==> config.mk <==
export PLATFORM = sky130hd
export DESIGN_NAME = sysctl_bank
export DESIGN_NICKNAME = d
export VERILOG_FILES = /design/src/rtl/sysctl_pkg.sv /design/src/rtl/sysctl_lock.sv /design/src/rtl/sysctl_setclr.sv /design/src/rtl/sysctl_rstctl.sv /design/src/rtl/sysctl_disp.sv /design/src/rtl/sysctl_bank.sv
export SDC_FILE = /design/constraint.sdc
export NUM_CORES = 1
export LEC_CHECK = 0
export ABC_AREA = 1
export BUFFER_PORTS_ARGS = -buffer_cell sky130_fd_sc_hd__buf_2
export CAP_MARGIN = 20
export CORE_UTILIZATION = 25
export DETAILED_ROUTE_END_ITERATION = 10
export SKIP_LAST_GASP = 1
export SLEW_MARGIN = 25
export SYNTH_ARGS = -nofsm -noshare
export SYNTH_HDL_FRONTEND = slang
export SYNTH_HIERARCHICAL = 1
export SYNTH_SLANG_ARGS = --single-unit
export TNS_END_PERCENT = 10
==> constraint.sdc <==
create_clock -name clk_i -period 1.91 [get_ports clk_i]
set_input_delay 0.0955 -clock clk_i [delete_from_list [all_inputs] [get_ports clk_i]]
set_output_delay 0.0955 -clock clk_i [all_outputs]
set_load 0.01 [all_outputs]
==> src/rtl/sysctl_pkg.sv <==
package sysctl_pkg;
  localparam int DATA_W = 32;

  localparam int OFF_ID      = 'h000;
  localparam int OFF_LED     = 'h008;
  localparam int OFF_LOCK    = 'h020;
  localparam int OFF_FLG_SET = 'h030;
  localparam int OFF_FLG_CLR = 'h034;
  localparam int OFF_NVF_SET = 'h038;
  localparam int OFF_NVF_CLR = 'h03C;
  localparam int OFF_RSTCTL  = 'h040;
  localparam int OFF_BUSCTL  = 'h044;
  localparam int OFF_CARD    = 'h048;
  localparam int OFF_DISP    = 'h050;
  localparam int OFF_PROC1   = 'h088;

  localparam logic [31:0] LOCK_KEY   = 32'h0000_A05F;
  localparam logic [31:0] BUSCTL_VAL = 32'h0000_0001;
  localparam logic [31:0] PROC1_VAL  = 32'hFF00_0000;

  localparam logic [11:0] VAR_A  = 12'h100;
  localparam logic [11:0] VAR_E  = 12'h140;
  localparam logic [11:0] VAR_P8 = 12'h178;
  localparam logic [11:0] VAR_PX = 12'h182;
  localparam logic [11:0] VAR_VX = 12'h190;

  function automatic bit has_rstctl(logic [11:0] v);
    return (v == VAR_A) || (v == VAR_P8) || (v == VAR_PX);
  endfunction

  function automatic logic [31:0] rst_trig_mask(logic [11:0] v);
    return (v == VAR_A) ? 32'h0000_0100 : 32'h0000_0004;
  endfunction

  function automatic bit disp_writable(logic [11:0] v);
    return (v == VAR_A) || (v == VAR_E) || (v == VAR_P8) || (v == VAR_PX);
  endfunction

  // bits that keep their old value on a display-control write
  function automatic logic [31:0] disp_keep_mask(logic [11:0] v);
    return ((v == VAR_A) || (v == VAR_E)) ? 32'h0000_3F00 : 32'h0000_0080;
  endfunction

  function automatic logic [31:0] disp_reset(logic [11:0] v);
    return (v == VAR_VX) ? 32'h0 : 32'h0000_1F00;
  endfunction

  function automatic int wp_pos(logic [11:0] v);
    return ((v == VAR_A) || (v == VAR_E)) ? 2 : 1;
  endfunction
endpackage

==> src/rtl/sysctl_lock.sv <==
module sysctl_lock
  import sysctl_pkg::*;
(
  input  logic              clk_i,
  input  logic              rst_ni,
  input  logic              wr_en_i,
  input  logic [DATA_W-1:0] wdata_i,
  output logic [15:0]       lock_o,
  output logic              unlocked_o
);
  logic [15:0] lock_q;

  always_ff @(posedge clk_i or negedge rst_ni) begin
    if (!rst_ni)                  lock_q <= '0;
    else if (wr_en_i) begin
      if (wdata_i == LOCK_KEY)    lock_q <= LOCK_KEY[15:0];
      else                        lock_q <= wdata_i[15:0] & 16'h7FFF;
    end
  end

  assign lock_o     = lock_q;
  assign unlocked_o = (lock_q == LOCK_KEY[15:0]);

  p_lock_relock_r2: assert property (@(posedge clk_i) disable iff (!rst_ni)
    (wr_en_i && wdata_i != LOCK_KEY) |=> !lock_o[15]);
  p_lock_key_r2: assert property (@(posedge clk_i) disable iff (!rst_ni)
    (wr_en_i && wdata_i == LOCK_KEY) |=> unlocked_o);
endmodule

==> src/rtl/sysctl_setclr.sv <==
module sysctl_setclr #(
  parameter int W = 32
) (
  input  logic         clk_i,
  input  logic         rst_ni,
  input  logic         set_en_i,
  input  logic         clr_en_i,
  input  logic [W-1:0] wdata_i,
  output logic [W-1:0] q_o
);
  logic [W-1:0] q;

  always_ff @(posedge clk_i or negedge rst_ni) begin
    if (!rst_ni)       q <= '0;
    else if (set_en_i) q <= q | wdata_i;
    else if (clr_en_i) q <= q & ~wdata_i;
  end

  assign q_o = q;

  p_set_r4: assert property (@(posedge clk_i) disable iff (!rst_ni)
    set_en_i |=> ((q_o & $past(wdata_i)) == $past(wdata_i)));
  p_clr_r4: assert property (@(posedge clk_i) disable iff (!rst_ni)
    (clr_en_i && !set_en_i) |=> ((q_o & $past(wdata_i)) == '0));
endmodule

==> src/rtl/sysctl_rstctl.sv <==
module sysctl_rstctl
  import sysctl_pkg::*;
#(
  parameter logic [11:0] VARIANT = VAR_A
) (
  input  logic              clk_i,
  input  logic              rst_ni,
  input  logic              wr_en_i,
  input  logic              unlocked_i,
  input  logic [DATA_W-1:0] wdata_i,
  output logic [DATA_W-1:0] level_o,
  output logic              req_o
);
  localparam bit          PRESENT = has_rstctl(VARIANT);
  localparam logic [31:0] TRIG    = rst_trig_mask(VARIANT);

  logic [DATA_W-1:0] level_q;
  logic              req_q;
  logic              accept;

  assign accept = PRESENT && wr_en_i && unlocked_i;

  always_ff @(posedge clk_i or negedge rst_ni) begin
    if (!rst_ni) begin
      level_q <= '0;
      req_q   <= 1'b0;
    end else begin
      req_q <= accept && ((wdata_i & TRIG) != '0);
      if (accept) level_q <= wdata_i;
    end
  end

  assign level_o = level_q;
  assign req_o   = req_q;

  p_req_keyed_r3: assert property (@(posedge clk_i) disable iff (!rst_ni)
    req_o |-> $past(wr_en_i && unlocked_i));
  p_hold_locked_r3: assert property (@(posedge clk_i) disable iff (!rst_ni)
    !unlocked_i |=> $stable(level_o));
endmodule

==> src/rtl/sysctl_disp.sv <==
module sysctl_disp
  import sysctl_pkg::*;
#(
  parameter logic [11:0] VARIANT = VAR_A
) (
  input  logic              clk_i,
  input  logic              rst_ni,
  input  logic              wr_en_i,
  input  logic [DATA_W-1:0] wdata_i,
  output logic [DATA_W-1:0] disp_o,
  output logic [1:0]        sel_o
);
  localparam bit          WRITABLE = disp_writable(VARIANT);
  localparam logic [31:0] KEEP     = disp_keep_mask(VARIANT);
  localparam logic [31:0] RST_VAL  = disp_reset(VARIANT);

  logic [DATA_W-1:0] disp_q;

  always_ff @(posedge clk_i or negedge rst_ni) begin
    if (!rst_ni)                    disp_q <= RST_VAL;
    else if (WRITABLE && wr_en_i)   disp_q <= (disp_q & KEEP) | (wdata_i & ~KEEP);
  end

  assign disp_o = disp_q;

  generate
    if (VARIANT == VAR_A) begin : g_mux
      logic [1:0] sel_q;
      always_ff @(posedge clk_i or negedge rst_ni) begin
        if (!rst_ni)      sel_q <= '0;
        else if (wr_en_i) sel_q <= wdata_i[1:0];
      end
      assign sel_o = sel_q;
    end else begin : g_nomux
      assign sel_o = 2'b00;
    end
  endgenerate

  p_disp_keep_r5: assert property (@(posedge clk_i) disable iff (!rst_ni)
    wr_en_i |=> ((disp_o & KEEP) == ($past(disp_o) & KEEP)));
  p_disp_ignored_r5: assert property (@(posedge clk_i) disable iff (!rst_ni)
    (!WRITABLE || !wr_en_i) |=> $stable(disp_o));
endmodule

==> src/rtl/sysctl_bank.sv <==
module sysctl_bank
  import sysctl_pkg::*;
#(
  parameter logic [31:0] ID_VALUE = 32'h0178_0000,
  parameter int          AW       = 12
) (
  input  logic              clk_i,
  input  logic              rst_ni,
  input  logic [AW-1:0]     addr_i,
  input  logic              wr_en_i,
  input  logic              rd_en_i,
  input  logic [DATA_W-1:0] wdata_i,
  output logic [DATA_W-1:0] rdata_o,
  input  logic              card_det_i,
  input  logic              wr_prot_i,
  output logic              rst_req_o,
  output logic [1:0]        disp_sel_o
);
  localparam logic [11:0] VARIANT = ID_VALUE[27:16];
  localparam int          WP_POS  = wp_pos(VARIANT);

  function automatic logic hit_at(logic [AW-1:0] a, int off);
    return a == AW'(off);
  endfunction

  logic              we_led, we_lock, we_fs, we_fc, we_ns, we_nc, we_rc, we_dp;
  logic [DATA_W-1:0] led_q, flags, nvflags, rst_level, disp, card, rd_mux, rdata_q;
  logic [15:0]       lock_val;
  logic              unlocked, hit;

  assign we_led  = wr_en_i && hit_at(addr_i, OFF_LED);
  assign we_lock = wr_en_i && hit_at(addr_i, OFF_LOCK);
  assign we_fs   = wr_en_i && hit_at(addr_i, OFF_FLG_SET);
  assign we_fc   = wr_en_i && hit_at(addr_i, OFF_FLG_CLR);
  assign we_ns   = wr_en_i && hit_at(addr_i, OFF_NVF_SET);
  assign we_nc   = wr_en_i && hit_at(addr_i, OFF_NVF_CLR);
  assign we_rc   = wr_en_i && hit_at(addr_i, OFF_RSTCTL);
  assign we_dp   = wr_en_i && hit_at(addr_i, OFF_DISP);

  always_ff @(posedge clk_i or negedge rst_ni) begin
    if (!rst_ni)     led_q <= '0;
    else if (we_led) led_q <= wdata_i;
  end

  sysctl_lock u_lock (
    .clk_i, .rst_ni, .wr_en_i(we_lock), .wdata_i,
    .lock_o(lock_val), .unlocked_o(unlocked)
  );

  sysctl_setclr #(.W(DATA_W)) u_flags (
    .clk_i, .rst_ni, .set_en_i(we_fs), .clr_en_i(we_fc), .wdata_i, .q_o(flags)
  );

  sysctl_setclr #(.W(DATA_W)) u_nvflags (
    .clk_i, .rst_ni, .set_en_i(we_ns), .clr_en_i(we_nc), .wdata_i, .q_o(nvflags)
  );

  sysctl_rstctl #(.VARIANT(VARIANT)) u_rstctl (
    .clk_i, .rst_ni, .wr_en_i(we_rc), .unlocked_i(unlocked), .wdata_i,
    .level_o(rst_level), .req_o(rst_req_o)
  );

  sysctl_disp #(.VARIANT(VARIANT)) u_disp (
    .clk_i, .rst_ni, .wr_en_i(we_dp), .wdata_i, .disp_o(disp), .sel_o(disp_sel_o)
  );

  always_comb begin
    card         = '0;
    card[0]      = card_det_i;
    card[WP_POS] = wr_prot_i;
  end

  always_comb begin
    rd_mux = '0;
    hit    = 1'b1;
    if      (hit_at(addr_i, OFF_ID))      rd_mux = ID_VALUE;
    else if (hit_at(addr_i, OFF_LED))     rd_mux = led_q;
    else if (hit_at(addr_i, OFF_LOCK))    rd_mux = {16'h0, lock_val};
    else if (hit_at(addr_i, OFF_FLG_SET)) rd_mux = flags;
    else if (hit_at(addr_i, OFF_NVF_SET)) rd_mux = nvflags;
    else if (hit_at(addr_i, OFF_RSTCTL))  rd_mux = rst_level;
    else if (hit_at(addr_i, OFF_BUSCTL))  rd_mux = BUSCTL_VAL;
    else if (hit_at(addr_i, OFF_CARD))    rd_mux = card;
    else if (hit_at(addr_i, OFF_DISP))    rd_mux = disp;
    else if (hit_at(addr_i, OFF_PROC1))   rd_mux = PROC1_VAL;
    else                                  hit    = 1'b0;
  end

  always_ff @(posedge clk_i or negedge rst_ni) begin
    if (!rst_ni)      rdata_q <= '0;
    else if (rd_en_i) rdata_q <= rd_mux;
  end

  assign rdata_o = rdata_q;

  p_id_read_r1: assert property (@(posedge clk_i) disable iff (!rst_ni)
    (rd_en_i && hit_at(addr_i, OFF_ID)) |=> (rdata_o == ID_VALUE));
  p_unmapped_zero_r9: assert property (@(posedge clk_i) disable iff (!rst_ni)
    (rd_en_i && !hit) |=> (rdata_o == '0));
  p_rdata_hold_r11: assert property (@(posedge clk_i) disable iff (!rst_ni)
    !rd_en_i |=> $stable(rdata_o));
  p_led_hold_r10: assert property (@(posedge clk_i) disable iff (!rst_ni)
    !we_led |=> $stable(led_q));
endmodule

==> summary by stage <==
Layout
The area of all placed cells without fillers is 13000 um^2. The number of antenna diodes in the final layout is 0. The final layout net count is 1551.

From synthesis to final layout, the design area changed by 20.9%. Cells with a size suffix above 1 make up 17.2% of the layout.

Synthesis
The synthesized flop and latch total is 208. The async set-or-reset flop fraction in the synthesized netlist is 100%. During synthesis, Yosys emitted a total of 6 warnings. The number of instances in the synthesized netlist is 1381. The number of synthesized flops with an enable pin is 0. In the synthesized netlist the dominant register cell turns out to be dfrtp_1.

The share of synthesized area occupied by flip-flops and latches is 48.5%. The netlist uses 38 different library cells. The biggest area contributor in the post-synthesis netlist is dfrtp_1.

The post-synthesis instance area is 10700 um^2. The average cell area after synthesis is 7.77 um^2. The fraction of post-synthesis cell area in the top cell type by area is 47.3%.

Ranked by total cell area, the synthesized netlist is headed by dfrtp_1 47%, nand2_1 23%, nand3_1 4.4%, mux2_4 4.2%, nor2_1 2.9%.

Drt
The number of nets with antenna violations after routing is 0. The routed wire length per instance is 15.8 um. The first-pass detailed-route iteration total is 5. The number of DRC violations after detailed routing is 0. The via count normalized by instance count is 4.51. The post-detailed-routing wire length is 32400 um. The detailed router finished its first iteration with 813 violations. The final route contains 9260 vias.

CTS
The tree is rooted in a clkbuf_16. For the worst-skew pair, the clock arrives at the later sink with an insertion delay of 520 ps. In this run, post-CTS hold repair placed 33 buffers. The total setup buffers inserted after CTS is 0. The maximum buffer depth of the clock tree is 3.

In this run the number of H-tree levels came out at 1. The number of gates resized after CTS was 0. The number of CTS-inserted buffers is 25.

The clock sink count is 208. TritonCTS built the clock tree. Clock-pin slew was measured on the worst setup and hold paths at 60 ps.

STA
The worst-margin pin slew is 657 ps. The worst path needs 1780 ps of the cycle, external delays included. Setup repair after global routing left no endpoint under its margin. Hold timing on the final database bottoms out at a slack of 34.4 ps. The relative slew slack is 56.1%. The timing-limited maximum frequency is 0.563 GHz. The final period utilization is 93.1%. The final number of hold-violating endpoints is 0. Between clock sinks in the finished design, the worst skew comes to 23.0 ps. The accumulated negative setup slack is 0 ps. The max-slew violation count is 0. Setup violations remaining at the end of the flow were counted as 0.

Placed design
At the end of routability-driven placement, the weighted congestion stood at 0.818. The count of buffers added on input and output ports is 82. The post-placement cell area is 11900 um^2. The HPWL after detailed placement is 21300 um.

Floorplan
Once the floorplan was initialized, standard cells occupied 25.5% of the core. In this run the core area contains 75 standard-cell rows. The die covers 43800 um^2.

After floorplanning, the core was sized to cover 42100 um^2. The overall die height is 209 um. The number of primary I/O pins is 85. The die span in x is 209 um.

Global routing
Global routing consumed, on the met3 layer, 2.61% of the routing resources. Global routing consumed, over all layers together, 14.9% of the routing resources. The busiest metal layer after global routing is met2.

The total overflow left after global routing is 0. In the global route stage, met2 resource usage came out at 23.9%. The global routing met1 resource utilization is 20.4%. The largest net degree at the start of global routing is 59. The global-route wire length before repair is 51500 um. The number of antenna violations at the first check in global routing was 1.

The via count of the first global-routing pass is 9016.

Setup path
The maximum fanout count along the critical path is 32. For the worst setup path, the data required time is 2310 ps. The startpoint-to-endpoint class of the critical path is flop to flop. The kind of end point of the critical path is a flop. Measured in cells, the most critical reg-to-reg path has a length of 7. The data arrival time at the worst-slack endpoint is 2180 ps. STA classifies the critical path startpoint as a flop.

Job
The count of maximum capacitance violations is 0.

Status
The run finished with clean final reports.

Pwr
The maximum resistive drop on vdd is 614 uV. In this run the static leakage power is 0.00700 uW. Dividing total power by cell area gives a power density of 729 nW/um^2.

Hold path
The worst hold path depth is 4. The worst hold path belongs to the class input port to flop.
-- worst max-delay path, stage by stage, from the launching register on --
cell	delay, ps
dfrtp_1	420
nor3_1	240
nand4_1	220
nor3_4	200
buf_12	190
nand2_8	210
nand2_1	120
nand2_1	50
-- cell type report --
cell class	count	area (um^2)
Inverter	76	285
Multi-Input combinational cell	1035	4790
Sequential cell	208	5210
Fill cell	4463	29200
Clock buffer	37	721
Clock inverter	4	48.8
Tap cell	539	674
Timing Repair Buffer	155	1250
-- cells by family (layout without fill, tap and decap cells) --
logic type | after synthesis | after routing | share of synthesized area, %
multiplexers | 32 | 32 | 4.41
AND/OR/NAND/NOR | 919 | 919 | 35.7
other | 1 | 3 | 0.0349
AO/OA/AOI/OAI | 81 | 81 | 4.17
flip-flops | 208 | 208 | 48.5
buffers and inverters | 140 | 272 | 7.17
-- final timing paths --
check / from / to / slack, ps
min in group asynchronous: rst_ni / rdata_o[9] / 70
worst min register to register: u_disp/disp_o[10] / u_disp/disp_o[10] / 460
worst max-delay path: u_lock/lock_o[14] / u_rstctl/level_o[12] / 130
max in group asynchronous: rst_ni / u_nvflags/q_o[13] / 1170
worst max register to register: u_lock/lock_o[14] / u_rstctl/level_o[12] / 130
worst min-delay path: wdata_i[2] / u_nvflags/q_o[2] / 30
-- per-layer routing --
metal / vias to the layer above / wire length, um
met3: 46 / 1960
li1: 4536 / -
met5: - / 13
met2: 260 / 14800
met1: 4416 / 15000
met4: 2 / 644
-- report_power, final --
group | internal [uW] | leakage [uW] | total (uW) | switching [uW]
sequential | 4430 | 0.00287 | 4440 | 13.4
clock | 2720 | 0.000379 | 4520 | 1800
combinational | 160 | 0.00375 | 497 | 337
total | 7310 | 0.00700 | 9460 | 2150
-- through the flow --
stage	worst slack, ps	util [%]	cells	total power (uW)
after floorplan	293	-	1383	4650
after global placement	101	28.2	1980	4970
after detailed placement	85.8	28.2	1980	4970
after CTS	139	30.8	2054	9580
after global routing	18.2	30.8	2054	9800
final	132	30.8	2054	9460
-- cell usage after synthesis, types with 3 or more instances --
cell type,n
a21oi_1,33
buf_2,22
buf_4,16
buf_6,19
clkbuf_1,4
dfrtp_1,203
dfstp_2,5
inv_1,61
inv_2,15
mux2_4,30
nand2_1,670
nand2_2,17
nand3_1,95
nand3b_1,7
nand4_1,10
nor2_1,83
nor2_2,5
nor2_4,4
nor3_1,3
o21ai_0,25
o21ai_1,17
o221a_2,5
or2_0,4
or2_1,5
or2_2,6
-- registers in the layout, summed over array words and instances, names as in the netlist --
name and flops:
u_rstctl/req_o 1, u_disp/disp_o 31, led_q 32, rdata_o 32, u_rstctl/level_o 32, u_nvflags/q_o 32
u_flags/q_o 32, u_lock/lock_o 16
-- layout by cell type (no fill, tap or decap), types with 16 or more instances in the layout --
master,count
a21oi_1,33
buf_12,16
buf_2,81
buf_4,24
clkbuf_16,25
dfrtp_1,203
dlygate4sd3_1,33
inv_1,61
mux2_4,30
nand2_1,670
nand2_2,17
nand3_1,95
nor2_1,79
o21ai_0,25
o21ai_1,17
(Power assumes the default switching activity.)
